`config.mk`:
```
export PLATFORM = sky130hd
export DESIGN_NAME = tile_fetch_xform
export DESIGN_NICKNAME = d
export VERILOG_FILES = /design/src/rtl/tile_xform_pkg.sv /design/src/rtl/tile_xform_ctrl.sv /design/src/rtl/tile_xform_addr.sv /design/src/rtl/tile_xform_data.sv /design/src/rtl/tile_fetch_xform.sv
export SDC_FILE = /design/constraint.sdc
export NUM_CORES = 1
export LEC_CHECK = 0
export CORE_ASPECT_RATIO = 1.4
export CORE_MARGIN = 2
export CORE_UTILIZATION = 42
export DETAILED_ROUTE_END_ITERATION = 6
export PLACE_DENSITY = 0.94
export SLEW_MARGIN = 10
export SYNTH_ARGS = -nofsm -noshare
export SYNTH_HDL_FRONTEND = slang
export SYNTH_SLANG_ARGS = --single-unit
```
`constraint.sdc`:
```
create_clock -name clk -period 4.9 [get_ports clk]
set_clock_uncertainty 0.2 [all_clocks]
set_input_delay 0.98 -clock clk [delete_from_list [all_inputs] [get_ports clk]]
set_output_delay 0.98 -clock clk [all_outputs]
set_load 0.05 [all_outputs]
```
`src/rtl/tile_xform_pkg.sv`:
```
package tile_xform_pkg;
    localparam int SHIFT_W = 3;

    typedef struct packed {
        logic               hmir;
        logic               vmir;
        logic               swap;
        logic [SHIFT_W-1:0] shift;
    } xform_cfg_t;

    typedef enum logic {
        ST_GAP  = 1'b0,
        ST_BUSY = 1'b1
    } fetch_state_t;
endpackage

```
`src/rtl/tile_xform_ctrl.sv`:
```
module tile_xform_ctrl
    import tile_xform_pkg::*;
#(
    parameter int CFG_W = 8
) (
    input  logic             clk,
    input  logic             rst_n,
    input  logic             cfg_we,
    input  logic             cfg_sel,
    input  logic [CFG_W-1:0] cfg_wdata,
    input  logic             fetch_valid,
    output xform_cfg_t       eff_cfg
);
    fetch_state_t state_q, state_d;
    xform_cfg_t   staged_q, held_q;

    // State register
    always_ff @(posedge clk) begin
        if (!rst_n) state_q <= ST_GAP;
        else        state_q <= state_d;
    end

    // Transitions START and END
    always_comb begin
        state_d = state_q;
        unique case (state_q)
            ST_GAP:  if (fetch_valid)  state_d = ST_BUSY;
            ST_BUSY: if (!fetch_valid) state_d = ST_GAP;
            default: state_d = ST_GAP;
        endcase
    end

    // Staged registers and capture at START
    always_ff @(posedge clk) begin
        if (!rst_n) begin
            staged_q <= '0;
            held_q   <= '0;
        end else begin
            if (state_q == ST_GAP && fetch_valid) held_q <= staged_q;
            if (cfg_we) begin
                if (!cfg_sel) begin
                    staged_q.hmir <= cfg_wdata[0];
                    staged_q.vmir <= cfg_wdata[1];
                    staged_q.swap <= cfg_wdata[2];
                end else begin
                    staged_q.shift <= cfg_wdata[SHIFT_W-1:0];
                end
            end
        end
    end

    // Output process
    always_comb begin
        unique case (state_q)
            ST_GAP:  eff_cfg = staged_q;
            ST_BUSY: eff_cfg = held_q;
            default: eff_cfg = staged_q;
        endcase
    end

    // settings stay frozen while a fetch continues
    a_r8_frozen_in_fetch: assert property (@(posedge clk) disable iff (!rst_n)
        (fetch_valid && $past(fetch_valid)) |-> $stable(eff_cfg));
    // reset clears all settings
    a_r1_reset_clear: assert property (@(posedge clk)
        $past(!rst_n) |-> (eff_cfg == '0));
endmodule

```
`src/rtl/tile_xform_addr.sv`:
```
module tile_xform_addr
    import tile_xform_pkg::*;
#(
    parameter int ADDR_W = 13,
    parameter int ROW_W  = 3
) (
    input  logic              clk,
    input  logic              rst_n,
    input  xform_cfg_t        cfg,
    input  logic [ADDR_W-1:0] in_addr,
    output logic [ADDR_W-1:0] out_addr
);
    localparam int PLANE_BIT = ROW_W;
    localparam int TILE_LO   = ROW_W + 1;
    localparam logic [ROW_W-1:0] ROW_MAX = '1;

    always_comb begin
        out_addr[ADDR_W-1:TILE_LO] = in_addr[ADDR_W-1:TILE_LO];
        out_addr[PLANE_BIT]        = in_addr[PLANE_BIT] ^ cfg.swap;
        out_addr[ROW_W-1:0]        = cfg.vmir ? ~in_addr[ROW_W-1:0] : in_addr[ROW_W-1:0];
    end

    // mirrored row and source row add up to the last row
    a_r3_row_sum: assert property (@(posedge clk) disable iff (!rst_n)
        cfg.vmir |-> (ROW_W'(out_addr[ROW_W-1:0] + in_addr[ROW_W-1:0]) == ROW_MAX));
    // swap flips the plane; otherwise the address differs only in row bits
    a_r4_plane_flip: assert property (@(posedge clk) disable iff (!rst_n)
        cfg.swap |-> $countones(out_addr[ADDR_W-1:PLANE_BIT] ^ in_addr[ADDR_W-1:PLANE_BIT]) == 1);
    // no modes means identity address
    a_r1_addr_ident: assert property (@(posedge clk) disable iff (!rst_n)
        (!cfg.swap && !cfg.vmir) |-> (out_addr == in_addr));
endmodule

```
`src/rtl/tile_xform_data.sv`:
```
module tile_xform_data
    import tile_xform_pkg::*;
#(
    parameter int DATA_W = 8
) (
    input  logic              clk,
    input  logic              rst_n,
    input  xform_cfg_t        cfg,
    input  logic [DATA_W-1:0] in_data,
    output logic [DATA_W-1:0] out_data
);
    logic [DATA_W-1:0] reversed;
    logic [DATA_W-1:0] mirrored;

    for (genvar i = 0; i < DATA_W; i++) begin : g_rev
        assign reversed[i] = in_data[DATA_W-1-i];
    end

    always_comb begin
        mirrored = cfg.hmir ? reversed : in_data;
        out_data = mirrored << cfg.shift;
    end

    // vacated low pixels are transparent
    a_r5_zero_fill: assert property (@(posedge clk) disable iff (!rst_n)
        (out_data & ~({DATA_W{1'b1}} << cfg.shift)) == '0);
    // mirroring alone keeps the pixel count
    a_r2_count_kept: assert property (@(posedge clk) disable iff (!rst_n)
        (cfg.shift == '0) |-> ($countones(out_data) == $countones(in_data)));
endmodule

```
`src/rtl/tile_fetch_xform.sv`:
```
module tile_fetch_xform
    import tile_xform_pkg::*;
#(
    parameter int ADDR_W = 13,
    parameter int ROW_W  = 3,
    parameter int DATA_W = 8,
    parameter int CFG_W  = 8
) (
    input  logic              clk,
    input  logic              rst_n,
    input  logic              cfg_we,
    input  logic              cfg_sel,
    input  logic [CFG_W-1:0]  cfg_wdata,
    input  logic              fetch_valid,
    input  logic [ADDR_W-1:0] vid_addr,
    output logic [DATA_W-1:0] vid_data,
    output logic [ADDR_W-1:0] mem_addr,
    input  logic [DATA_W-1:0] mem_data
);
    localparam int TILE_LO = ROW_W + 1;

    xform_cfg_t eff_cfg;

    tile_xform_ctrl #(.CFG_W(CFG_W)) u_ctrl (
        .clk(clk), .rst_n(rst_n), .cfg_we(cfg_we), .cfg_sel(cfg_sel),
        .cfg_wdata(cfg_wdata), .fetch_valid(fetch_valid), .eff_cfg(eff_cfg)
    );

    tile_xform_addr #(.ADDR_W(ADDR_W), .ROW_W(ROW_W)) u_addr (
        .clk(clk), .rst_n(rst_n), .cfg(eff_cfg),
        .in_addr(vid_addr), .out_addr(mem_addr)
    );

    tile_xform_data #(.DATA_W(DATA_W)) u_data (
        .clk(clk), .rst_n(rst_n), .cfg(eff_cfg),
        .in_data(mem_data), .out_data(vid_data)
    );

    // tile and table bits pass straight through at the ports
    a_r9_tile_kept: assert property (@(posedge clk) disable iff (!rst_n)
        mem_addr[ADDR_W-1:TILE_LO] == vid_addr[ADDR_W-1:TILE_LO]);
endmodule

```
# Yosys cells after proc, flatten, opt, wreduce, memory -nomap -nowiden
# Index checks and enable logic that the tools add are counted.
# word_totals
register_bits	13
wordCells	21
# classes
shift	1
n_bitwise	4
muxes	4
n_reduce_logical	3
# ops
op	count
$pmux 6 s2	1
$mux 8	1
$shl 8x3->8	1
$reduce_and 2->1	2
$mux 3	1
$not 3->3	1
$not 1->1	2
$logic_and 1x1->1	1
$mux 1	1
$xor 1x1->1	1

# Logic depth before layout (Yosys ltp)
# Gate-level depths: netlist of the first run.
# logic_depth
ltp_word	4
mapped_depth	6
mapped_depth_nobuf	5

# Cells and area by module
# From an unflattened synthesis of the first run, not the netlist that was laid out.
# hier_totals
hier_cells	104
area_unflattened_um2	1029.7
# by_module_without_submodules
mod	area_per_inst_um2	cells_each	n_inst	seq_area_each_um2
tile_xform_ctrl	575.6	55	1	260.2
tile_xform_data	351.6	36	1	0.0
tile_xform_addr	102.6	13	1	0.0

# Worst setup path after synthesis of the first run
# OpenSTA, ideal clock, no wires.
# synth_path
path_kind	input-to-output
from	in mem_data[2]
to	out vid_data[7]
path_buffers	0
setup_slack_ns	1.294
t_arrival_ns	2.426
cell_stages	4
cell_sequence	mux2i_1 mux2i_1 mux2i_1 o21ai_0
# synth_between
elab_chain_cells	2
# synth_rtl
item	line_no	rtl
start: declaration	tile_fetch_xform.sv:18	input logic [DATA_W-1:0] mem_data
$mux 8	tile_xform_data.sv:20	mirrored = cfg.hmir ? reversed : in_data;
$shl 8x3->8	tile_xform_data.sv:21	out_data = mirrored << cfg.shift;
end: declaration	tile_fetch_xform.sv:16	output logic [DATA_W-1:0] vid_data,
# Every way passes these cells.

# Worst setup path in the final report of the first run
# layout_path
from	reg u_ctrl.state_q
to	out vid_data[7]
# layout_between
elab_chain_cells	4
# layout_rtl
item	line_no	rtl
start: declaration	tile_xform_ctrl.sv:14	fetch_state_t state_q, state_d;
start signal: assignment	tile_xform_ctrl.sv:20	else state_q <= state_d;
$not 1->1	tile_xform_ctrl.sv:54	unique case (state_q)
$pmux 6 s2 (*)	tile_xform_ctrl.sv:54	
$mux 8	tile_xform_data.sv:20	
$shl 8x3->8 (*)	tile_xform_data.sv:21	
# Every way passes the cells marked *; elsewhere a longest branch is shown, timed or not.

==> reports/metrics.cfg, run 1 <==
[sta]
max-slew-margin-rel = 0.667
post-route-min-period_ns = 4.31
finalCritPeriodShare = 0.879
worstMarginPinSlew_ns = 0.486
finalSetupTns_ns = 0
setup_viol = 0
slew_viol_final = 0
fmax_ghz = 0.232
rsz0062_at_grt = no
hold_viol_final = 0

[floorplanning]
rows = 21
core_area_um2 = 2360
start_util = 0.434
dieWidth_um = 45.8
die-area_um2 = 2860
chipHeight_um = 62.5
io-pin-count = 55

[critical_path]
worstPathArrival_ns = 3.13
slowest_stage = clkdlybuf4s50_1
slowest_delay_ns = 0.72
crit_type = reg -> out
critPathCaptureType = output pin
critPathLaunchType = register
crit_chain = mux2i_4, mux4_1, a22oi_1, o21ai_0, clkdlybuf4s50_1
path_max_fanout = 10
critPathRequiredTime_ns = 3.72

[clock_network]
clock_latency_ns = 0.27
cts_hold_buffers = 0
cts_buffer_depth = 2
cts.reportedPaths.clkPinSlew_ns = 0.07
cts_num_sinks = 13
cts-resized-gates = 0
root_buffer = clkbuf_4
cts_tree = built
post_cts_buffers = 0
cts_buffers = 3
htree_levels = 1

[power]
leakage_nw = 0.543
switching_share = 0.364
cellPowerDensity_nw_per_um2 = 240
max-vdd-ir-drop_mv = 0.155
p_sw_mw = 0.115
p_seq_frac = 0.362
p_int_mw = 0.200
total_power_mw = 0.314
power.share.clock = 0.200
pwr-share-comb = 0.437

[final_layout]
drive_gt1_frac = 0.0692
n_fill_cell = 230
final_nets = 165
num_antenna_cells = 0
area_growth_pct = 27.4
multi_input_area_um2 = 676
register_area_um2 = 260
final_common_cell = clkdlybuf4s50_1
final_cell_mix = 31 x clkdlybuf4s50_1, 24 x mux2i_1, 13 x dfxtp_1

[yosys]
yosysUniqueCellTypes = 28
syn-num-nets = 141
synthArstFlopShare = 0
yosysSeqAreaShare = 0.253
syn_area_per_cell_um2 = 9.60
yosys_warnings = 0
syn_inst = 107
synth_area_um2 = 1030
ys_ff_latch = 13
ys.flop_type = dfxtp_1
synth_edf_count = 0

[placement]
dp.final_hpwl_um = 1730
port_buffers = 31
place_congestion = 0.882

[grt]
grt_first_pass_wirelength_um = 3410
grtUsageTotal = 0.158
grt_pass1_vias = 835
overflow = 0
antenna_found_initial = 0
grt_max_degree = 14

[route]
wl_per_cell_um = 14.2
dr.pass1.iters = 4
viasPerCell = 5.58
vias = 854
drc_errors = 0
postRouteWirelength_um = 2170
postRouteAntennaNets = 0
drt-initial-drc-count = 7

[status]
status = complete, no violations

[job]
drv_cap = 0

[hold_path]
hold_class = reg -> reg

-- flip-flops by register name, indices dropped and copies added (netlist names) --
register and count:
u_ctrl.held_q 6, u_ctrl.staged_q 6, u_ctrl.state_q 1
-- worst paths after layout --
kind         slack, ns  depth (start not counted)          startpoint                  to
max               0.59                          5      u_ctrl.state_q         vid_data[7]
min               0.30                          2  u_ctrl.staged_q[2]  u_ctrl.staged_q[2]
max reg2reg       3.28                          3      u_ctrl.state_q    u_ctrl.held_q[0]
min reg2reg       0.30                          2  u_ctrl.staged_q[2]  u_ctrl.staged_q[2]
-- per-stage QoR --
| stage | utilization | area (µm²) | std cells | setup WS (ns) | hold slack, ns |
|---|---|---|---|---|---|
| CTS | 0.553 | 1310 | 153 | 0.579 | 0.303 |
| floorplan | - | 1030 | 107 | 1.29 | 0.255 |
| global route | 0.553 | 1310 | 153 | 0.520 | 0.350 |
| global placement | 0.542 | 1280 | 149 | 0.779 | 0.273 |
| detailed placement | 0.542 | 1280 | 149 | 0.700 | 0.293 |
| finish | 0.553 | 1310 | 153 | 0.592 | 0.300 |
-- cell families (layout without fill, tap and decap cells) --
kind of cell	count (synthesis)	count (layout)	synth area share
AOI/OAI and AO/OA	11	11	0.0743
xor gates and xnor gates	5	5	0.0426
buffers and inverters	13	36	0.0889
DFF	13	13	0.253
muxes	32	32	0.376
and+or+nand+nor	33	33	0.164
-- power by group through the flow --
stage / clock network (mW) / logic (mW) / registers (mW)
finish: 0.0630 / 0.138 / 0.114
global route: 0.0702 / 0.145 / 0.115
CTS: 0.0658 / 0.137 / 0.114
detailed placement: 0 / 0.137 / 0.116
global placement: 0 / 0.133 / 0.116
floorplan: 0 / 0.110 / 0.114
-- cells in the mapped netlist (2+ instances only) --
master    count  area [µm²]
clkbuf_1      2        7.51
buf_4         9        67.6
a21boi_0      3        22.5
xnor2_1       4        35.0
dfxtp_1      13         260
nand3_1       6        30.0
mux2i_1      24         240
mux4_1        3        78.8
mux2_2        4        45.0
nor2b_1      10        62.6
nor2_1        3        11.3
nand2_1       9        33.8
and2_1        2        12.5
-- routing by layer --
metal / vias to the layer above / wire (µm) / track usage
li1: 421 / - / -
met1: 389 / 867 / 0.169
met2: 34 / 1120 / 0.262
met3: 10 / 113 / 0.0202
met4: 0 / 68 / 0.118
met5: - / 0 / 0
-- worst max-delay path, delay by kind of cell, from the launching register on --
kind,cells,cell delay [ns]
flip-flops,1,0.63
multiplexers,2,1.19
buffers and inverters,1,0.72
AO/OA/AOI/OAI,2,0.32
-- layout make-up --
type,count,area share
Clock buffer,4,0.0201
Sequential cell,13,0.199
Tap cell,23,0.0220
Timing Repair Buffer,32,0.243
Multi-Input combinational cell,81,0.516
(Power assumes the default switching activity.)
==> inputs of run 2 (changes only) <==
--- a/config.mk
+++ b/config.mk
@@ -9,7 +9,8 @@
 export CORE_MARGIN = 2
 export CORE_UTILIZATION = 42
 export DETAILED_ROUTE_END_ITERATION = 6
-export PLACE_DENSITY = 0.94
+export PLACE_DENSITY = 0.95
+export REMOVE_ABC_BUFFERS = 1
 export SLEW_MARGIN = 10
 export SYNTH_ARGS = -nofsm -noshare
 export SYNTH_HDL_FRONTEND = slang
==> reports/metrics.cfg, run 2 (same netlist as run 1, synthesis figures left out) <==
[sta]
setup_viol = 0  ; unchanged
fmax_ghz = 0.234  ; +0.96%
slew_viol_final = 0  ; unchanged
finalSetupTns_ns = 0  ; unchanged
worstMarginPinSlew_ns = 0.498  ; +0.0121 ns
max-slew-margin-rel = 0.667  ; about the same
finalCritPeriodShare = 0.871  ; -0.00837
post-route-min-period_ns = 4.27  ; -0.0410 ns
rsz0062_at_grt = no
hold_viol_final = 0  ; unchanged

[job]
drv_cap = 0  ; unchanged

[route]
wl_per_cell_um = 14.3  ; +0.69%
viasPerCell = 5.53  ; -0.94%
dr.pass1.iters = 4  ; unchanged
drt-initial-drc-count = 12  ; +5
postRouteWirelength_um = 2180  ; +0.69%
postRouteAntennaNets = 0  ; unchanged
drc_errors = 0  ; unchanged
vias = 846  ; -0.94%

[final_layout]
area_growth_pct = 27.4  ; unchanged
num_antenna_cells = 0  ; unchanged
reg.largest.list = u_ctrl.held_q: 6 flops, u_ctrl.staged_q: 6 flops, u_ctrl.state_q: 1 flops
register_area_um2 = 260  ; unchanged
multi_input_area_um2 = 676  ; unchanged
fin_cells = 153  ; unchanged
final_nets = 165  ; unchanged
final_cell_mix = 31 x clkdlybuf4s50_1, 24 x mux2i_1, 13 x dfxtp_1
n_fill_cell = 220  ; -4.3%
utilization = 0.553  ; unchanged
drive_gt1_frac = 0.0692  ; unchanged
final_common_cell = clkdlybuf4s50_1

[clock_network]
cts_buffers = 3  ; unchanged
htree_levels = 1  ; unchanged
cts.reportedPaths.clkPinSlew_ns = 0.07  ; about the same
cts-resized-gates = 0  ; unchanged
cts_hold_buffers = 0  ; unchanged
cts_num_sinks = 13  ; unchanged
root_buffer = clkbuf_4
cts_buffer_depth = 2  ; unchanged
clock_latency_ns = 0.27  ; about the same
post_cts_buffers = 0  ; unchanged
cts_tree = built

[floorplanning]
rows = 21  ; unchanged
io-pin-count = 55  ; unchanged
core_area_um2 = 2360  ; unchanged
die-area_um2 = 2860  ; unchanged
chipHeight_um = 62.5  ; unchanged
start_util = 0.434  ; unchanged
dieWidth_um = 45.8  ; unchanged

[critical_path]
critPathCaptureType = output pin
critPathLaunchType = register
ff2ff_path_depth = 3  ; unchanged
critPathRequiredTime_ns = 3.72  ; about the same
worstPathArrival_ns = 3.09  ; -0.04 ns
path_max_fanout = 10  ; unchanged
crit_type = reg -> out

[power]
cellPowerDensity_nw_per_um2 = 239  ; -0.53%
leakage_nw = 0.543  ; unchanged
switching_share = 0.361  ; -0.00338
p_sw_mw = 0.113  ; -1.5%
max-vdd-ir-drop_mv = 0.142  ; -9.0%
pwr-share-comb = 0.435  ; -0.002
p_seq_frac = 0.364  ; +0.002
p_int_mw = 0.200  ; about the same
power.share.clock = 0.200  ; about the same

[grt]
grt_pass1_vias = 844  ; +1.1%
overflow = 0  ; unchanged
grtUsageTotal = 0.161  ; +0.00336
grt_max_degree = 14  ; unchanged
grt_first_pass_wirelength_um = 3540  ; +3.8%
antenna_found_initial = 0  ; unchanged

[hold_path]
hold_class = reg -> reg
hold_depth = 2  ; unchanged

[placement]
port_buffers = 31  ; unchanged
dp.final_hpwl_um = 1710  ; -0.87%
place_inst = 149  ; unchanged
place_congestion = 0.873  ; -1.0%

[status]
status = complete, no violations

[run 2: final cells by class]
cell class | instances | share of cell area
clock buffer | 4 | 0.0201
sequential | 13 | 0.199
multi-input combinational | 81 | 0.516
timing repair buffer | 32 | 0.243
tap | 23 | 0.0220
[run 2: worst paths after layout]
path                      startpoint            endpoint  slack [ns]
setup / recovery      u_ctrl.state_q         vid_data[7]        0.63
hold / removal    u_ctrl.staged_q[0]  u_ctrl.staged_q[0]        0.29
setup reg to reg      u_ctrl.state_q    u_ctrl.held_q[2]        3.29
hold reg to reg   u_ctrl.staged_q[0]  u_ctrl.staged_q[0]        0.29
[run 2: per-layer routing]
layer / wire length [µm] / global-route usage / vias to the layer above
li1: - / - / 421
met1: 834 / 0.157 / 382
met2: 1180 / 0.296 / 41
met3: 159 / 0.0549 / 2
met4: 9 / 0.0536 / 0
met5: 0 / 0 / -
[run 2: power groups by stage]
stage               Sequential [mW]  Clock (mW)  Combinational (mW)
detailed placement            0.117           0               0.136
global route                  0.115      0.0688               0.145
global placement              0.116           0               0.133
floorplan                     0.115           0              0.0869
finish                        0.114      0.0627               0.136
CTS                           0.114      0.0655               0.137
[run 2: worst max-delay path, cell delays in order (launching register included)]
cell and delay (ns):
dfxtp_1 0.62, mux2i_4 0.53, mux4_1 0.65, a22oi_1 0.19
o21ai_0 0.10, clkdlybuf4s50_1 0.71
[run 2: stage by stage]
stage | hold slack [ns] | instance area (µm²) | total power, mW | setup slack (ns)
floorplan | 0.255 | 936 | 0.202 | 1.05
global placement | 0.272 | 1280 | 0.250 | 0.776
detailed placement | 0.283 | 1280 | 0.253 | 0.727
CTS | 0.294 | 1310 | 0.316 | 0.605
global route | 0.336 | 1310 | 0.328 | 0.485
finish | 0.288 | 1310 | 0.313 | 0.633
==> inputs of run 3 (changes only) <==
--- a/config.mk
+++ b/config.mk
@@ -7,9 +7,10 @@
 export LEC_CHECK = 0
 export CORE_ASPECT_RATIO = 1.4
 export CORE_MARGIN = 2
-export CORE_UTILIZATION = 42
+export CORE_UTILIZATION = 40
+export CTS_BUF_LIST = sky130_fd_sc_hd__clkbuf_2 sky130_fd_sc_hd__clkbuf_4 sky130_fd_sc_hd__clkbuf_8
 export DETAILED_ROUTE_END_ITERATION = 6
-export PLACE_DENSITY = 0.95
+export PLACE_DENSITY = 0.92
 export REMOVE_ABC_BUFFERS = 1
 export SLEW_MARGIN = 10
 export SYNTH_ARGS = -nofsm -noshare
==> constraint.sdc (replaced) <==
create_clock -name clk -period 4 [get_ports clk]
set_clock_uncertainty 0.2 [all_clocks]
set_input_delay 0.8 -clock clk [delete_from_list [all_inputs] [get_ports clk]]
set_output_delay 0.8 -clock clk [all_outputs]
set_load 0.05 [all_outputs]
==> reports/metrics.cfg, run 3 (same netlist as run 1, synthesis figures left out) <==
[status]
status = complete, no violations

[sta]
fmax_ghz = 0.262
setup_ws_ns = 0.179  ; -0.453 ns
post-route-min-period_ns = 3.82
worstMarginPinSlew_ns = 0.809  ; +0.310 ns
finalCritPeriodShare = 0.955
setup_viol = 0  ; unchanged
holdWs_ns = 0.296  ; +0.00807 ns
finalSetupTns_ns = 0  ; unchanged
slew_viol_final = 0  ; unchanged
hold_viol_final = 0  ; unchanged
rsz0062_at_grt = no
max-slew-margin-rel = 0.446  ; -0.221

[clock_network]
cts_tree = built
cts-resized-gates = 0  ; unchanged
clock_latency_ns = 0.27  ; about the same
cts.reportedPaths.clkPinSlew_ns = 0.07  ; about the same
htree_levels = 1  ; unchanged
cts_hold_buffers = 0  ; unchanged
cts_buffers = 3  ; unchanged
root_buffer = clkbuf_4
cts_buffer_depth = 2  ; unchanged
post_cts_buffers = 0  ; unchanged
cts_num_sinks = 13  ; unchanged

[job]
drv_cap = 0  ; unchanged

[critical_path]
critPathLaunchType = register
critPathRequiredTime_ns = 3.00  ; -0.72 ns
ff2ff_path_depth = 4  ; +1
crit_type = reg -> out
r2r_slack_ns = 2.32  ; -0.97 ns
r2r-end = u_ctrl.held_q[4]
worstPathArrival_ns = 2.82  ; -0.27 ns
r2r_start = u_ctrl.state_q
path_max_fanout = 10  ; unchanged
critPathCaptureType = output pin

[route]
dr.pass1.iters = 4  ; unchanged
vias = 855  ; +1.1%
postRouteWirelength_um = 2230  ; +2.2%
drt-initial-drc-count = 9  ; -3
postRouteAntennaNets = 0  ; unchanged
wl_per_cell_um = 13.5  ; -5.2%
drc_errors = 0  ; unchanged
viasPerCell = 5.18  ; -6.3%

[final_layout]
fin_cells = 165  ; +7.8%
final_common_cell = clkdlybuf4s50_1
area_growth_pct = 28.4
final_cell_mix = 25 x clkdlybuf4s50_1, 24 x mux2i_1, 13 x dfxtp_1
drive_gt1_frac = 0.130  ; +0.0605
reg.largest.list = u_ctrl.held_q: 6 flops, u_ctrl.staged_q: 6 flops, u_ctrl.state_q: 1 flops
fin_area_um2 = 1320  ; +0.76%
final_nets = 166  ; +0.61%
num_antenna_cells = 0  ; unchanged
utilization = 0.546  ; -0.00789

[placement]
dp_slack_ns = 0.310  ; -0.416 ns
place_congestion = 0.816  ; -6.5%
dp.final_hpwl_um = 1820  ; +6.5%
place_area_um2 = 1290  ; +0.49%
place_inst = 161  ; +8.1%
port_buffers = 31  ; unchanged

[power]
total_power_mw = 0.390  ; +25%
max-vdd-ir-drop_mv = 0.156  ; +10%
cellPowerDensity_nw_per_um2 = 296  ; +24%
leakage_nw = 0.557  ; +2.6%

[grt]
antenna_found_initial = 0  ; unchanged
grtUsageTotal = 0.155  ; -0.00610
grt_first_pass_wirelength_um = 3460  ; -2.3%
grt_max_degree = 14  ; unchanged
overflow = 0  ; unchanged
grt_pass1_vias = 897  ; +6.3%

[hold_path]
hold_start = u_ctrl.staged_q[0]
whs_endpoint = u_ctrl.staged_q[0]
hold_depth = 2  ; unchanged
hold_class = reg -> reg

[floorplanning]
io-pin-count = 55  ; unchanged
die-area_um2 = 3000  ; +4.6%
rows = 21  ; unchanged
dieWidth_um = 46.8  ; +2.3%
core_area_um2 = 2420  ; +2.2%
start_util = 0.425  ; -0.00944
chipHeight_um = 64.0  ; +2.3%

==> run 3: cell count changes in the layout (fill, tap and decap cells not counted) <==
cell             previous run  this run
clkdlybuf4s50_1            31        25
clkbuf_1                    1         0
buf_4                       1         8
clkbuf_4                    3         4
==> run 3: worst max path at each step <==
stage,startpoint,to,slack (ns),cells past startpoint
after detailed placement,mem_data[2],vid_data[3],0.31,6
after global routing,u_ctrl.state_q,vid_data[6],0.03,7
after CTS,u_ctrl.state_q,vid_data[3],0.16,6
final,u_ctrl.state_q,vid_data[3],0.18,6
after global placement,mem_data[2],vid_data[3],0.37,6
after floorplan,u_ctrl.state_q,vid_data[7],0.33,3
==> run 3: metal layers <==
metal / up-vias / GRT usage / wire [µm]
met5: - / 0 / 0
met4: 0 / 0.0868 / 55
met3: 6 / 0.0650 / 200
met2: 45 / 0.271 / 1170
met1: 380 / 0.139 / 804
li1: 424 / - / -
==> run 3: power by group <==
group          total (mW)  internal (mW)  switching [mW]
Combinational       0.166         0.0698          0.0961
Sequential          0.139          0.134         0.00516
Clock              0.0854         0.0454          0.0400
==> run 3: cell type report <==
type | count | area [µm²]
clock buffer | 4 | 30.0
tap | 34 | 42.5
fill | 235 | 1100
timing repair buffer | 33 | 310
sequential | 13 | 260
multi-input combinational | 81 | 676
==> run 3: worst max-delay path, cell delays in order, from the launching register on <==
cell and delay (ns):
dfxtp_1 0.56, mux2i_4 0.52, mux2i_1 0.38, mux2i_1 0.15, mux2i_1 0.19, nor2_1 0.06
clkdlybuf4s50_1 0.69
